File: config.mk
export PLATFORM = sky130hd
export DESIGN_NAME = flash_erase_ctrl
export DESIGN_NICKNAME = d
export VERILOG_FILES = /design/src/rtl/flash_erase_pkg.sv /design/src/rtl/flash_cmd_matcher.sv /design/src/rtl/flash_erase_engine.sv /design/src/rtl/flash_word_array.sv /design/src/rtl/flash_erase_ctrl.sv
export SDC_FILE = /design/constraint.sdc
export NUM_CORES = 1
export LEC_CHECK = 0
export BUFFER_PORTS_ARGS = -buffer_cell sky130_fd_sc_hd__buf_2
export CAP_MARGIN = 25
export CORE_AREA = 2 2 118 120
export DETAILED_ROUTE_END_ITERATION = 10
export DIE_AREA = 0 0 120 122
export HOLD_SLACK_MARGIN = 0.15
export PLACE_DENSITY_LB_ADDON = 0.1
export SLEW_MARGIN = 10
export SYNTH_ARGS = -nofsm -noshare
export SYNTH_HDL_FRONTEND = slang
export SYNTH_SLANG_ARGS = --single-unit
File: constraint.sdc
create_clock -name clk -period 2.95 [get_ports clk]
set_input_delay 0.59 -clock clk [delete_from_list [all_inputs] [get_ports clk]]
set_output_delay 0.59 -clock clk [all_outputs]
set_load 0.01 [all_outputs]
File: src/rtl/flash_erase_pkg.sv
// Shared types and the command step table for the chip-erase decoder.
// Assumes word addresses of at least 11 bits and byte-wide command codes.
package flash_erase_pkg;

    localparam int CMD_STEPS = 6;
    localparam int CMD_AW    = 11;

    typedef struct packed {
        logic [CMD_AW-1:0] addr;
        logic [7:0]        code;
    } cmd_step_t;

    typedef enum logic [1:0] {
        ENG_IDLE  = 2'd0,
        ENG_PREP  = 2'd1,
        ENG_ERASE = 2'd2
    } eng_state_e;

    // Bit positions of the status word returned while busy
    localparam int ST_DONE_BIT = 7;
    localparam int ST_TGL_A    = 6;
    localparam int ST_TGL_B    = 2;

    // Expected address and code for each step of the erase sequence
    function automatic cmd_step_t step_expect(input logic [2:0] idx);
        cmd_step_t s;
        case (idx)
            3'd0: s = '{addr: 11'h555, code: 8'hAA};
            3'd1: s = '{addr: 11'h2AA, code: 8'h55};
            3'd2: s = '{addr: 11'h555, code: 8'h80};
            3'd3: s = '{addr: 11'h555, code: 8'hAA};
            3'd4: s = '{addr: 11'h2AA, code: 8'h55};
            default: s = '{addr: 11'h555, code: 8'h10};
        endcase
        return s;
    endfunction

endpackage

File: src/rtl/flash_cmd_matcher.sv
// Command sequence matcher: follows bus writes through the six-step erase
// pattern and emits a one-cycle start pulse after the last step.
// Assumes ADDR_W >= 11; writes are ignored while the engine is busy.
module flash_cmd_matcher
    import flash_erase_pkg::*;
#(
    parameter int ADDR_W = 11
) (
    input  logic              clk,
    input  logic              rst_n,
    input  logic              hw_rst_n,
    input  logic              we,
    input  logic [ADDR_W-1:0] addr,
    input  logic [15:0]       wdata,
    input  logic              busy,
    output logic              start,
    output logic [2:0]        step
);
    localparam logic [2:0] LAST_STEP = 3'(CMD_STEPS - 1);

    cmd_step_t exp_s;
    logic      hit;

    // Compare the current write against the expected step
    always_comb begin
        exp_s = step_expect(step);
        hit   = (addr == ADDR_W'(exp_s.addr)) && (wdata[7:0] == exp_s.code);
    end

    // Advance on a hit, fall back to step one on any other write
    always_ff @(posedge clk) begin
        if (!rst_n || !hw_rst_n) begin
            step  <= '0;
            start <= 1'b0;
        end else begin
            start <= 1'b0;
            if (we && !busy) begin
                if (hit && step == LAST_STEP) begin
                    step  <= '0;
                    start <= 1'b1;
                end else if (hit) begin
                    step <= step + 3'd1;
                end else begin
                    step <= '0;
                end
            end
        end
    end

endmodule

File: src/rtl/flash_erase_engine.sv
// Embedded erase engine: zeroes the array word by word, waits a fixed
// erase interval, then requests a bulk fill to all ones.
// Assumes ERASE_CYCLES >= 1; the hardware reset aborts without a fill.
module flash_erase_engine
    import flash_erase_pkg::*;
#(
    parameter int ARRAY_AW     = 4,
    parameter int ERASE_CYCLES = 40
) (
    input  logic                clk,
    input  logic                rst_n,
    input  logic                hw_rst_n,
    input  logic                start,
    output logic                busy,
    output logic                zero_we,
    output logic [ARRAY_AW-1:0] zero_idx,
    output logic                fill_all
);
    localparam int CNT_W = $clog2(ERASE_CYCLES + 1);
    localparam logic [ARRAY_AW-1:0] LAST_IDX = '1;
    localparam logic [CNT_W-1:0]    CNT_LOAD = CNT_W'(ERASE_CYCLES - 1);

    eng_state_e          state;
    logic [ARRAY_AW-1:0] ptr;
    logic [CNT_W-1:0]    cnt;

    // Array write requests, suppressed on the abort edge
    always_comb begin
        busy     = (state != ENG_IDLE);
        zero_we  = (state == ENG_PREP) && hw_rst_n;
        zero_idx = ptr;
        fill_all = (state == ENG_ERASE) && (cnt == '0) && hw_rst_n;
    end

    // Phase sequencing: idle -> pre-program sweep -> erase wait -> idle
    always_ff @(posedge clk) begin
        if (!rst_n || !hw_rst_n) begin
            state <= ENG_IDLE;
            ptr   <= '0;
            cnt   <= '0;
        end else begin
            case (state)
                ENG_IDLE: begin
                    if (start) begin
                        state <= ENG_PREP;
                        ptr   <= '0;
                    end
                end
                ENG_PREP: begin
                    if (ptr == LAST_IDX) begin
                        state <= ENG_ERASE;
                        cnt   <= CNT_LOAD;
                    end else begin
                        ptr <= ptr + 1'b1;
                    end
                end
                ENG_ERASE: begin
                    if (cnt == '0) state <= ENG_IDLE;
                    else           cnt   <= cnt - 1'b1;
                end
                default: state <= ENG_IDLE;
            endcase
        end
    end

endmodule

File: src/rtl/flash_word_array.sv
// Behavioural word array with registered read port. Returns the status
// word instead of data while busy; the toggle bits flip on each busy read.
// Assumes a small depth (one register per word).
module flash_word_array
    import flash_erase_pkg::*;
#(
    parameter int          ADDR_W    = 11,
    parameter int          ARRAY_AW  = 4,
    parameter logic [15:0] SEED_WORD = 16'h3C00
) (
    input  logic                clk,
    input  logic                rst_n,
    input  logic                hw_rst_n,
    input  logic                re,
    input  logic [ADDR_W-1:0]   addr,
    input  logic                busy,
    input  logic                zero_we,
    input  logic [ARRAY_AW-1:0] zero_idx,
    input  logic                fill_all,
    output logic [15:0]         rdata
);
    localparam int DEPTH = 1 << ARRAY_AW;

    logic [15:0] words [DEPTH];
    logic        tgl;
    logic [15:0] status_w;

    for (genvar g = 0; g < DEPTH; g++) begin : g_word
        // Per-word storage: seed on power-on reset, zero or fill on request
        always_ff @(posedge clk) begin
            if (!rst_n)
                words[g] <= SEED_WORD ^ 16'(g);
            else if (fill_all)
                words[g] <= 16'hFFFF;
            else if (zero_we && zero_idx == ARRAY_AW'(g))
                words[g] <= 16'h0000;
        end
    end

    // Status word presented while the engine runs
    always_comb begin
        status_w               = 16'h0000;
        status_w[ST_DONE_BIT]  = 1'b0;
        status_w[ST_TGL_A]     = tgl;
        status_w[ST_TGL_B]     = tgl;
    end

    // Read register and toggle state
    always_ff @(posedge clk) begin
        if (!rst_n) begin
            rdata <= 16'h0000;
            tgl   <= 1'b0;
        end else begin
            if (re) rdata <= busy ? status_w : words[addr[ARRAY_AW-1:0]];
            if (!hw_rst_n || !busy) tgl <= 1'b0;
            else if (re)            tgl <= ~tgl;
        end
    end

endmodule

File: src/rtl/flash_erase_ctrl.sv
// Top of the chip-erase command decoder: matcher, erase engine and array.
// Assumes ADDR_W >= 11 so that the command addresses fit.
module flash_erase_ctrl #(
    parameter int          ADDR_W       = 11,
    parameter int          ARRAY_AW     = 4,
    parameter int          ERASE_CYCLES = 40,
    parameter logic [15:0] SEED_WORD    = 16'h3C00
) (
    input  logic              clk,
    input  logic              rst_n,
    input  logic              hw_rst_n,
    input  logic              we,
    input  logic              re,
    input  logic [ADDR_W-1:0] addr,
    input  logic [15:0]       wdata,
    output logic [15:0]       rdata,
    output logic              busy
);
    localparam int BUSY_TOTAL = (1 << ARRAY_AW) + ERASE_CYCLES;

    logic                erase_start;
    logic [2:0]          cmd_step;
    logic                zero_we;
    logic [ARRAY_AW-1:0] zero_idx;
    logic                fill_all;

    flash_cmd_matcher #(.ADDR_W(ADDR_W)) u_match (
        .clk      (clk),
        .rst_n    (rst_n),
        .hw_rst_n (hw_rst_n),
        .we       (we),
        .addr     (addr),
        .wdata    (wdata),
        .busy     (busy),
        .start    (erase_start),
        .step     (cmd_step)
    );

    flash_erase_engine #(.ARRAY_AW(ARRAY_AW), .ERASE_CYCLES(ERASE_CYCLES)) u_eng (
        .clk      (clk),
        .rst_n    (rst_n),
        .hw_rst_n (hw_rst_n),
        .start    (erase_start),
        .busy     (busy),
        .zero_we  (zero_we),
        .zero_idx (zero_idx),
        .fill_all (fill_all)
    );

    flash_word_array #(.ADDR_W(ADDR_W), .ARRAY_AW(ARRAY_AW), .SEED_WORD(SEED_WORD)) u_arr (
        .clk      (clk),
        .rst_n    (rst_n),
        .hw_rst_n (hw_rst_n),
        .re       (re),
        .addr     (addr),
        .busy     (busy),
        .zero_we  (zero_we),
        .zero_idx (zero_idx),
        .fill_all (fill_all),
        .rdata    (rdata)
    );

endmodule

==> flow_summary_export.csv, run 1 <==
group,metric,value,unit
yosys,synth-async-reset-ratio,0,
drt,vias,2413,
sta,timing.final.crit_share,0.8099,
sta,max_freq,418.6,MHz
setup_path,most_frequent_cp_cell,"sky130_fd_sc_hd__ha_1",
die,ios,49,
drt,drt-initial-drc-count,118,
finish,area_growth_syn_to_layout,13.53,%
pwr,ir_worst_vdd,0.2108,mV
yosys,syn_area,3292,um^2
setup_path,cpLargestDelayFamily,"flip-flops",
sta,worst-slew-pin-transition,537.0,ps
yosys,synth_seq_cells,56,
yosys,synth-adder-area-share,0.04181,
place,placed_cells_incl_taps,540,
die,die_height,122,um
global_route,first_global_vias,2349,
sta,clock-skew-final,6.948,ps
die,num_rows,43,
yosys,synth-edff-count,32,
yosys,combinational_family_with_the_most_area_after_synthesis,"simple AND/OR/NAND/NOR gates",
drt,routed_via_density,4.403,
sta,timing.slew.headroom,0.6407,
yosys,synth_warnings,0,
yosys,yosys.area_share.xor_xnor,0.02128,
yosys,post_synth_most_frequent_cells,"sky130_fd_sc_hd__nand2_1 (56), sky130_fd_sc_hd__nor2_1 (34), sky130_fd_sc_hd__edfxtp_1 (32)",
clocking,cts_post_setup_buffers_inserted,0,
finish,insertedDiodeCount,0,
yosys,yosys.area.top_type,"sky130_fd_sc_hd__edfxtp_1",
clocking,cts.sinks,56,
yosys,synthesis.instances,343,
setup_path,timing.critical_path.required,3160,ps
run,cap_viol_max_count,0,
global_route,grt_pass1_wl,12850,um
pwr,power_density,426.0,nW/um^2
pwr,p_leak,1.309,nW
place,dpl.hpwl,6047,um
setup_path,crit_path_end_kind,"register",
sta,unrepaired_setup_endpoints_after_global_routing,"false",
yosys,proportion_of_netlist_area_held_by_the_largest_area_contributor,0.2919,
setup_path,worst-endpoint-arrival,2600,ps
clocking,cts.root.buffer_cell,"sky130_fd_sc_hd__clkbuf_16",
clocking,cts_tree,"yes",
clocking,cts_htree_levels,2,
clocking,cts-buffers-inserted,5,
die,total_die_area,14640,um^2
clocking,ctsLongestPathBuffers,2,
global_route,initial_antenna_violation_count,0,
yosys,syn-num-nets,386,
yosys,synth.mux.area_fraction,0.09844,
setup_path,worst_path_largest_cell_delay,570,ps
setup_path,cp_max_fo,11,
yosys,syn_area_per_cell,9.597,um^2
drt,routed_wire_length_per_instance,14.56,um
sta,timing_hold_violations_final,0,
yosys,ys_types,53,
setup_path,regToRegSetupSlack,560,ps
die,die_width,120,um
drt,postRouteAntennaNets,0,
finish,postLayoutCoreUtil,0.2768,
yosys,synth_compound_gate_area_share,0.1133,
place,placement.io_buffers,40,
setup_path,path_cells,"ha_1 > ha_1 > nand2b_1 > a221oi_1 > mux2i_1 > nand4_1 > or3_4 > o31ai_1",
min_path,hp-class,"register to register",
finish,fillCellCount,1449,
setup_path,critical_path.startpoint_type,"register",
finish,finish.instance_area,3737,um^2
setup_path,critPathKind,"register to register",
drt,drt_pass1_iterations,4,
clocking,clock_insertion_delay_worst_skew,300,ps
global_route,maximum_number_of_pins_on_one_net_before_global_route_repair,25,
place,place.gp.congestion,0.7603,
yosys,synth.yosys.seq_area_share,0.4379,
yosys,synth_ff_type,"sky130_fd_sc_hd__edfxtp_1",
place,dpl-instance-area,3597,um^2
clocking,post_cts.resized_instances,0,
yosys,yosys.cell_count.top_type,"sky130_fd_sc_hd__nand2_1",
drt,remaining_drc_errors,0,
finish,layout.area.seq,1441,um^2
status,status,"finished, final reports clean",
finish,final_cell_count_no_fill,548,
clocking,postCtsHoldBufs,0,
drt,wl,7977,um
yosys,synth_area_leaders,"sky130_fd_sc_hd__edfxtp_1 (29%), sky130_fd_sc_hd__dfxtp_1 (15%), sky130_fd_sc_hd__nand2_1 (6.4%), sky130_fd_sc_hd__ha_1 (4.2%), sky130_fd_sc_hd__mux4_2 (4.1%)",
finish,multiInputGateArea,1622,um^2
finish,finalNetCount,410,
sta,setup_viol,0,
global_route,global_route.overflow_total,0,
die,core_region_area,13500,um^2
global_route,grt_total_usage,0.1126,
clocking,clkSlewWorstSetupHoldPaths,70,ps
yosys,synthSimpleGateAreaFrac,0.2178,
sta,final_max_slew_viol_count,0,
die,initial_utilization,0.2438,
sta,timing.final.crit_period,2389,ps
finish,drive_gt1_frac,0.1875,
setup_path,cpMaxStageDelayCell,"sky130_fd_sc_hd__dfxtp_1",
sta,tns,0,ps
setup_path,timing.critical_path.buf_inv,0,
sequential cells by signal, summed over array words and instances (netlist names):
name / count
u_arr.rdata: 7
u_arr.words: 32
u_eng.state: 2
u_eng.zero_idx: 4
u_match.step: 3
u_match.start: 1
u_eng.cnt: 6
u_arr.tgl: 1
per-stage QoR:
stage          power [mW]  hold WS [ps]  setup WS, ps
6_report            1.592         481.2         560.9
5_1_grt             1.659         503.4         354.1
4_1_cts             1.614         481.5         552.6
3_5_place_dp        1.012         464.7         577.2
3_3_place_gp        1.012         460.5         583.0
2_1_floorplan      0.9673         434.6         927.0
layout make-up:
class,instances,area share
multi-input combinational,242,0.4339
sequential,56,0.3857
timing repair buffer,47,0.06763
tap,180,0.06026
clock buffer,6,0.03448
inverter,15,0.01507
clock inverter,2,0.003013
per-layer routing:
metal | wire length [um] | track usage
met5 | 0 | 0
met4 | 79 | 0.03309
met3 | 257 | 0.01966
met2 | 3716 | 0.1871
met1 | 3923 | 0.1500
report_power, final:
group,total [mW],internal (mW),switching [mW],leakage [nW]
combinational,0.144,0.0610,0.0828,0.775
sequential,0.846,0.837,0.00899,0.470
clock,0.602,0.314,0.289,0.0645
worst reg2reg max path, cell delays in order, from the launching register on:
cell                       delay, ps
sky130_fd_sc_hd__dfxtp_1         570
sky130_fd_sc_hd__ha_1            220
sky130_fd_sc_hd__ha_1            230
sky130_fd_sc_hd__nand2b_1         70
sky130_fd_sc_hd__a221oi_1        310
sky130_fd_sc_hd__mux2i_1         220
sky130_fd_sc_hd__nand4_1         120
sky130_fd_sc_hd__or3_4           370
sky130_fd_sc_hd__o31ai_1         200
logic make-up (layout without fill, tap and decap cells):
group | Yosys count | count (layout)
fa+ha+maj | 11 | 11
compound gates | 56 | 56
flops | 56 | 56
simple gates | 149 | 149
buf+inv | 45 | 70
mux | 18 | 18
xor+xnor | 8 | 8
cell usage in the layout (no fill, tap or decap), types with 4 or more instances in the layout:
master and instances:
sky130_fd_sc_hd__edfxtp_1 32, sky130_fd_sc_hd__nor2_1 34, sky130_fd_sc_hd__dfxtp_1 24, sky130_fd_sc_hd__ha_1 11
sky130_fd_sc_hd__inv_1 15, sky130_fd_sc_hd__a22o_1 4, sky130_fd_sc_hd__mux4_1 4, sky130_fd_sc_hd__mux2i_1 5
sky130_fd_sc_hd__o21ai_0 7, sky130_fd_sc_hd__xnor2_1 4, sky130_fd_sc_hd__nor3_1 7, sky130_fd_sc_hd__clkbuf_16 5
sky130_fd_sc_hd__nor2b_1 6, sky130_fd_sc_hd__nand2_1 56, sky130_fd_sc_hd__a21oi_1 17, sky130_fd_sc_hd__buf_2 40
sky130_fd_sc_hd__nand3_1 18, sky130_fd_sc_hd__buf_4 7, sky130_fd_sc_hd__nand2b_1 7, sky130_fd_sc_hd__a211oi_1 6
sky130_fd_sc_hd__xor2_1 4, sky130_fd_sc_hd__mux4_2 6
path summary, 6_finish.rpt:
path	cells after the start	start	to
setup / recovery	8	u_match.step[0]	u_match.step[0]
hold / removal	1	u_arr.rdata[3]	u_arr.rdata[3]
setup reg to reg	8	u_match.step[0]	u_match.step[0]
hold reg to reg	1	u_arr.rdata[3]	u_arr.rdata[3]
Note: power is estimated with default switching activity, not from simulation.
==> inputs of run 2 (changes only) <==
--- a/config.mk
+++ b/config.mk
@@ -5,11 +5,12 @@
 export SDC_FILE = /design/constraint.sdc
 export NUM_CORES = 1
 export LEC_CHECK = 0
+export ABC_AREA = 1
 export BUFFER_PORTS_ARGS = -buffer_cell sky130_fd_sc_hd__buf_2
 export CAP_MARGIN = 25
-export CORE_AREA = 2 2 118 120
+export CORE_AREA = 2 2 119 121
 export DETAILED_ROUTE_END_ITERATION = 10
-export DIE_AREA = 0 0 120 122
+export DIE_AREA = 0 0 121 123
 export HOLD_SLACK_MARGIN = 0.15
 export PLACE_DENSITY_LB_ADDON = 0.1
 export SLEW_MARGIN = 10
==> constraint.sdc (replaced) <==
create_clock -name clk -period 2 [get_ports clk]
set_input_delay 0.4 -clock clk [delete_from_list [all_inputs] [get_ports clk]]
set_output_delay 0.4 -clock clk [all_outputs]
set_load 0.01 [all_outputs]
==> flow_summary_export.csv, run 2 <==
group,metric,value,unit
status,status,"finished, final reports clean",
place,detailedPlace.worstSlack,195.9,ps
yosys,synth_seq_cells,56,
sta,clock-skew-final,2.764,ps
setup_path,cp_max_fo,18,
finish,largest-register,"u_arr.words",
setup_path,critical_path.reg2reg.endpoint,"u_arr.words[3][14]",
global_route,initial_antenna_violation_count,0,
yosys,synth.yosys.seq_area_share,0.4341,
yosys,ys_types,36,
global_route,global_route.overflow_total,0,
run,cap_viol_max_count,0,
die,die_height,123,um
min_path,hold_path_end,"u_arr.tgl",
setup_path,crit_path_end_kind,"register",
setup_path,timing.critical_path.required,2020,ps
die,ios,49,
place,dpl.hpwl,6631,um
min_path,hp-class,"primary input to register",
drt,vias,2894,
finish,largest_register_ff_count,32,
sta,worst-slew-pin-transition,405.0,ps
drt,drt_pass1_iterations,4,
drt,drt-initial-drc-count,177,
global_route,grt.met3_usage,0.02214,
finish,layout.area.seq,1443,um^2
setup_path,critPathKind,"register to register",
finish,most-common-layout-cells,"sky130_fd_sc_hd__nand2_1 (131), sky130_fd_sc_hd__nand3_1 (56), sky130_fd_sc_hd__buf_2 (40), sky130_fd_sc_hd__inv_1 (36), sky130_fd_sc_hd__edfxtp_1 (32)",
finish,multiInputGateArea,1582,um^2
yosys,synthesis.instances,435,
die,die_width,121,um
die,num_rows,43,
global_route,grt_total_usage,0.1229,
global_route,maximum_number_of_pins_on_one_net_before_global_route_repair,24,
sta,timing_hold_violations_final,0,
place,place.gp.congestion,0.7914,
die,total_die_area,14880,um^2
min_path,min-delay-start,"re",
clocking,cts.root.buffer_cell,"sky130_fd_sc_hd__clkbuf_16",
yosys,synth-async-reset-ratio,0,
global_route,groute.layer.met2.usage,0.1931,
clocking,cts.sinks,56,
clocking,clkSlewWorstSetupHoldPaths,70,ps
sta,max_freq,559.5,MHz
finish,largest_registers,"u_arr.words x32, u_arr.rdata x7, u_eng.cnt x6",
place,placement.io_buffers,40,
drt,routed_via_density,4.452,
yosys,post_synth_most_frequent_cells,"sky130_fd_sc_hd__nand2_1 (131), sky130_fd_sc_hd__nand3_1 (56), sky130_fd_sc_hd__inv_1 (36)",
finish,finalNetCount,512,
pwr,power_density,661.1,nW/um^2
finish,insertedDiodeCount,0,
sta,timing.slew.headroom,0.7290,
sta,tns,0,ps
setup_path,worst_r2r_path_depth,8,
clocking,cts_htree_levels,2,
pwr,ir_worst_vdd,0.3190,mV
drt,wl,8516,um
yosys,synth_warnings,0,
global_route,use_met1,0.1688,
pwr,p_leak,1.625,nW
min_path,hold_path_depth,4,
sta,final_max_slew_viol_count,0,
yosys,synth_ff_type,"sky130_fd_sc_hd__edfxtp_1",
drt,routed_wire_length_per_instance,13.10,um
sta,unrepaired_setup_endpoints_after_global_routing,"false",
yosys,yosys.area.top_type,"sky130_fd_sc_hd__edfxtp_1",
finish,layout_commonest_cell,"sky130_fd_sc_hd__nand2_1",
sta,timing.final.crit_period,1787,ps
sta,timing.final.crit_share,0.8936,
clocking,clock_insertion_delay_worst_skew,300,ps
sta,setup_slack,212.8,ps
die,core_region_area,13610,um^2
yosys,synth-edff-count,32,
yosys,syn-num-nets,478,
yosys,syn_area_per_cell,7.634,um^2
sta,setup_viol,0,
yosys,yosys.cell_count.top_type,"sky130_fd_sc_hd__nand2_1",
finish,area_growth_syn_to_layout,16.54,%
yosys,proportion_of_netlist_area_held_by_the_largest_area_contributor,0.2894,
global_route,most_crowded_layer_after_global_routing,"met2",
yosys,syn_area,3321,um^2
clocking,postCtsHoldBufs,0,
setup_path,worst-endpoint-arrival,1810,ps
setup_path,critical_path.startpoint_type,"register",
global_route,grt_pass1_wl,14200,um
finish,fillCellCount,1480,
die,initial_utilization,0.2440,
clocking,ctsLongestPathBuffers,2,
setup_path,r2r_start,"u_eng.cnt[0]",
global_route,first_global_vias,2741,
setup_path,regToRegSetupSlack,210,ps
clocking,cts_tree,"yes",
yosys,synth_area_leaders,"sky130_fd_sc_hd__edfxtp_1 (29%), sky130_fd_sc_hd__nand2_1 (15%), sky130_fd_sc_hd__dfxtp_1 (14%), sky130_fd_sc_hd__nand3_1 (8.4%), sky130_fd_sc_hd__ha_1 (4.1%)",
clocking,cts-buffers-inserted,5,
finish,drive_gt1_frac,0.1638,
drt,remaining_drc_errors,0,
drt,postRouteAntennaNets,0,
==> run 2: how the worst max path moves through the flow <==
| stage | cells past startpoint | start | slack (ps) | end |
|---|---|---|---|---|
| 4_1_cts | 8 | u_eng.cnt[0] | 190 | u_arr.words[3][14] |
| 5_1_grt | 13 | u_match.step[2] | 40 | u_match.step[2] |
| 3_3_place_gp | 13 | u_match.step[0] | 240 | u_match.step[1] |
| 2_1_floorplan | 8 | u_eng.cnt[0] | 370 | u_arr.words[0][13] |
| 3_5_place_dp | 8 | u_eng.cnt[0] | 200 | u_arr.words[3][13] |
| 6_report | 8 | u_eng.cnt[0] | 210 | u_arr.words[3][14] |
==> run 2: cell families after synthesis <==
family,Yosys count,share of synthesized area
AOI/OAI and AO/OA,37,0.06292
xor gates and xnor gates,2,0.005276
adders and majority gates,11,0.04145
buffers and inverters,65,0.08968
DFF,56,0.4341
and+or+nand+nor,264,0.3666
==> run 2: critical path, stage by stage, from the launching register on <==
cell	delay [ps]
sky130_fd_sc_hd__dfxtp_1	310
sky130_fd_sc_hd__inv_1	110
sky130_fd_sc_hd__ha_1	240
sky130_fd_sc_hd__nand3_2	90
sky130_fd_sc_hd__nor3_1	50
sky130_fd_sc_hd__nor2_1	160
sky130_fd_sc_hd__buf_4	270
sky130_fd_sc_hd__nand3_1	150
sky130_fd_sc_hd__nand2_1	120
==> run 2: what timing repair did <==
item / 4_1_cts / 5_1_grt
gates resized for setup: 0 / 1
buffers inserted: 0 / 0
endpoints found under the setup margin: 0 / 1
==> run 2: report_power, final <==
group	switching [mW]	internal (mW)	total, mW
combinational	0.165	0.0906	0.255
sequential	0.0109	1.23	1.24
clock	0.440	0.619	1.06
total	0.615	1.94	2.56
==> run 2: metal layers <==
| metal | share of wire | wire length [um] |
|---|---|---|
| met4 | 0.015 | 131 |
| met3 | 0.046 | 391 |
| met1 | 0.49 | 4143 |
| met5 | 0 | 0 |
| met2 | 0.45 | 3849 |
==> run 2: final cells by class <==
class                           instances  share of cell area
Clock buffer                            8             0.04623
Inverter                               41             0.04106
Multi-Input combinational cell        314              0.4087
Sequential cell                        56              0.3728
Tap cell                              180             0.05820
Timing Repair Buffer                   51             0.07307
==> run 2: through the flow <==
stage          hold slack [ps]  total power [mW]    util  std cells  instance area (um^2)
2_1_floorplan            444.2             1.448       -        435                  3321
3_3_place_gp             457.7             1.530  0.2711        642                  3690
3_5_place_dp             459.8             1.530  0.2711        642                  3690
4_1_cts                  384.5             2.601  0.2842        650                  3869
5_1_grt                  408.6             2.681  0.2843        650                  3870
6_report                 388.1             2.558  0.2843        650                  3870
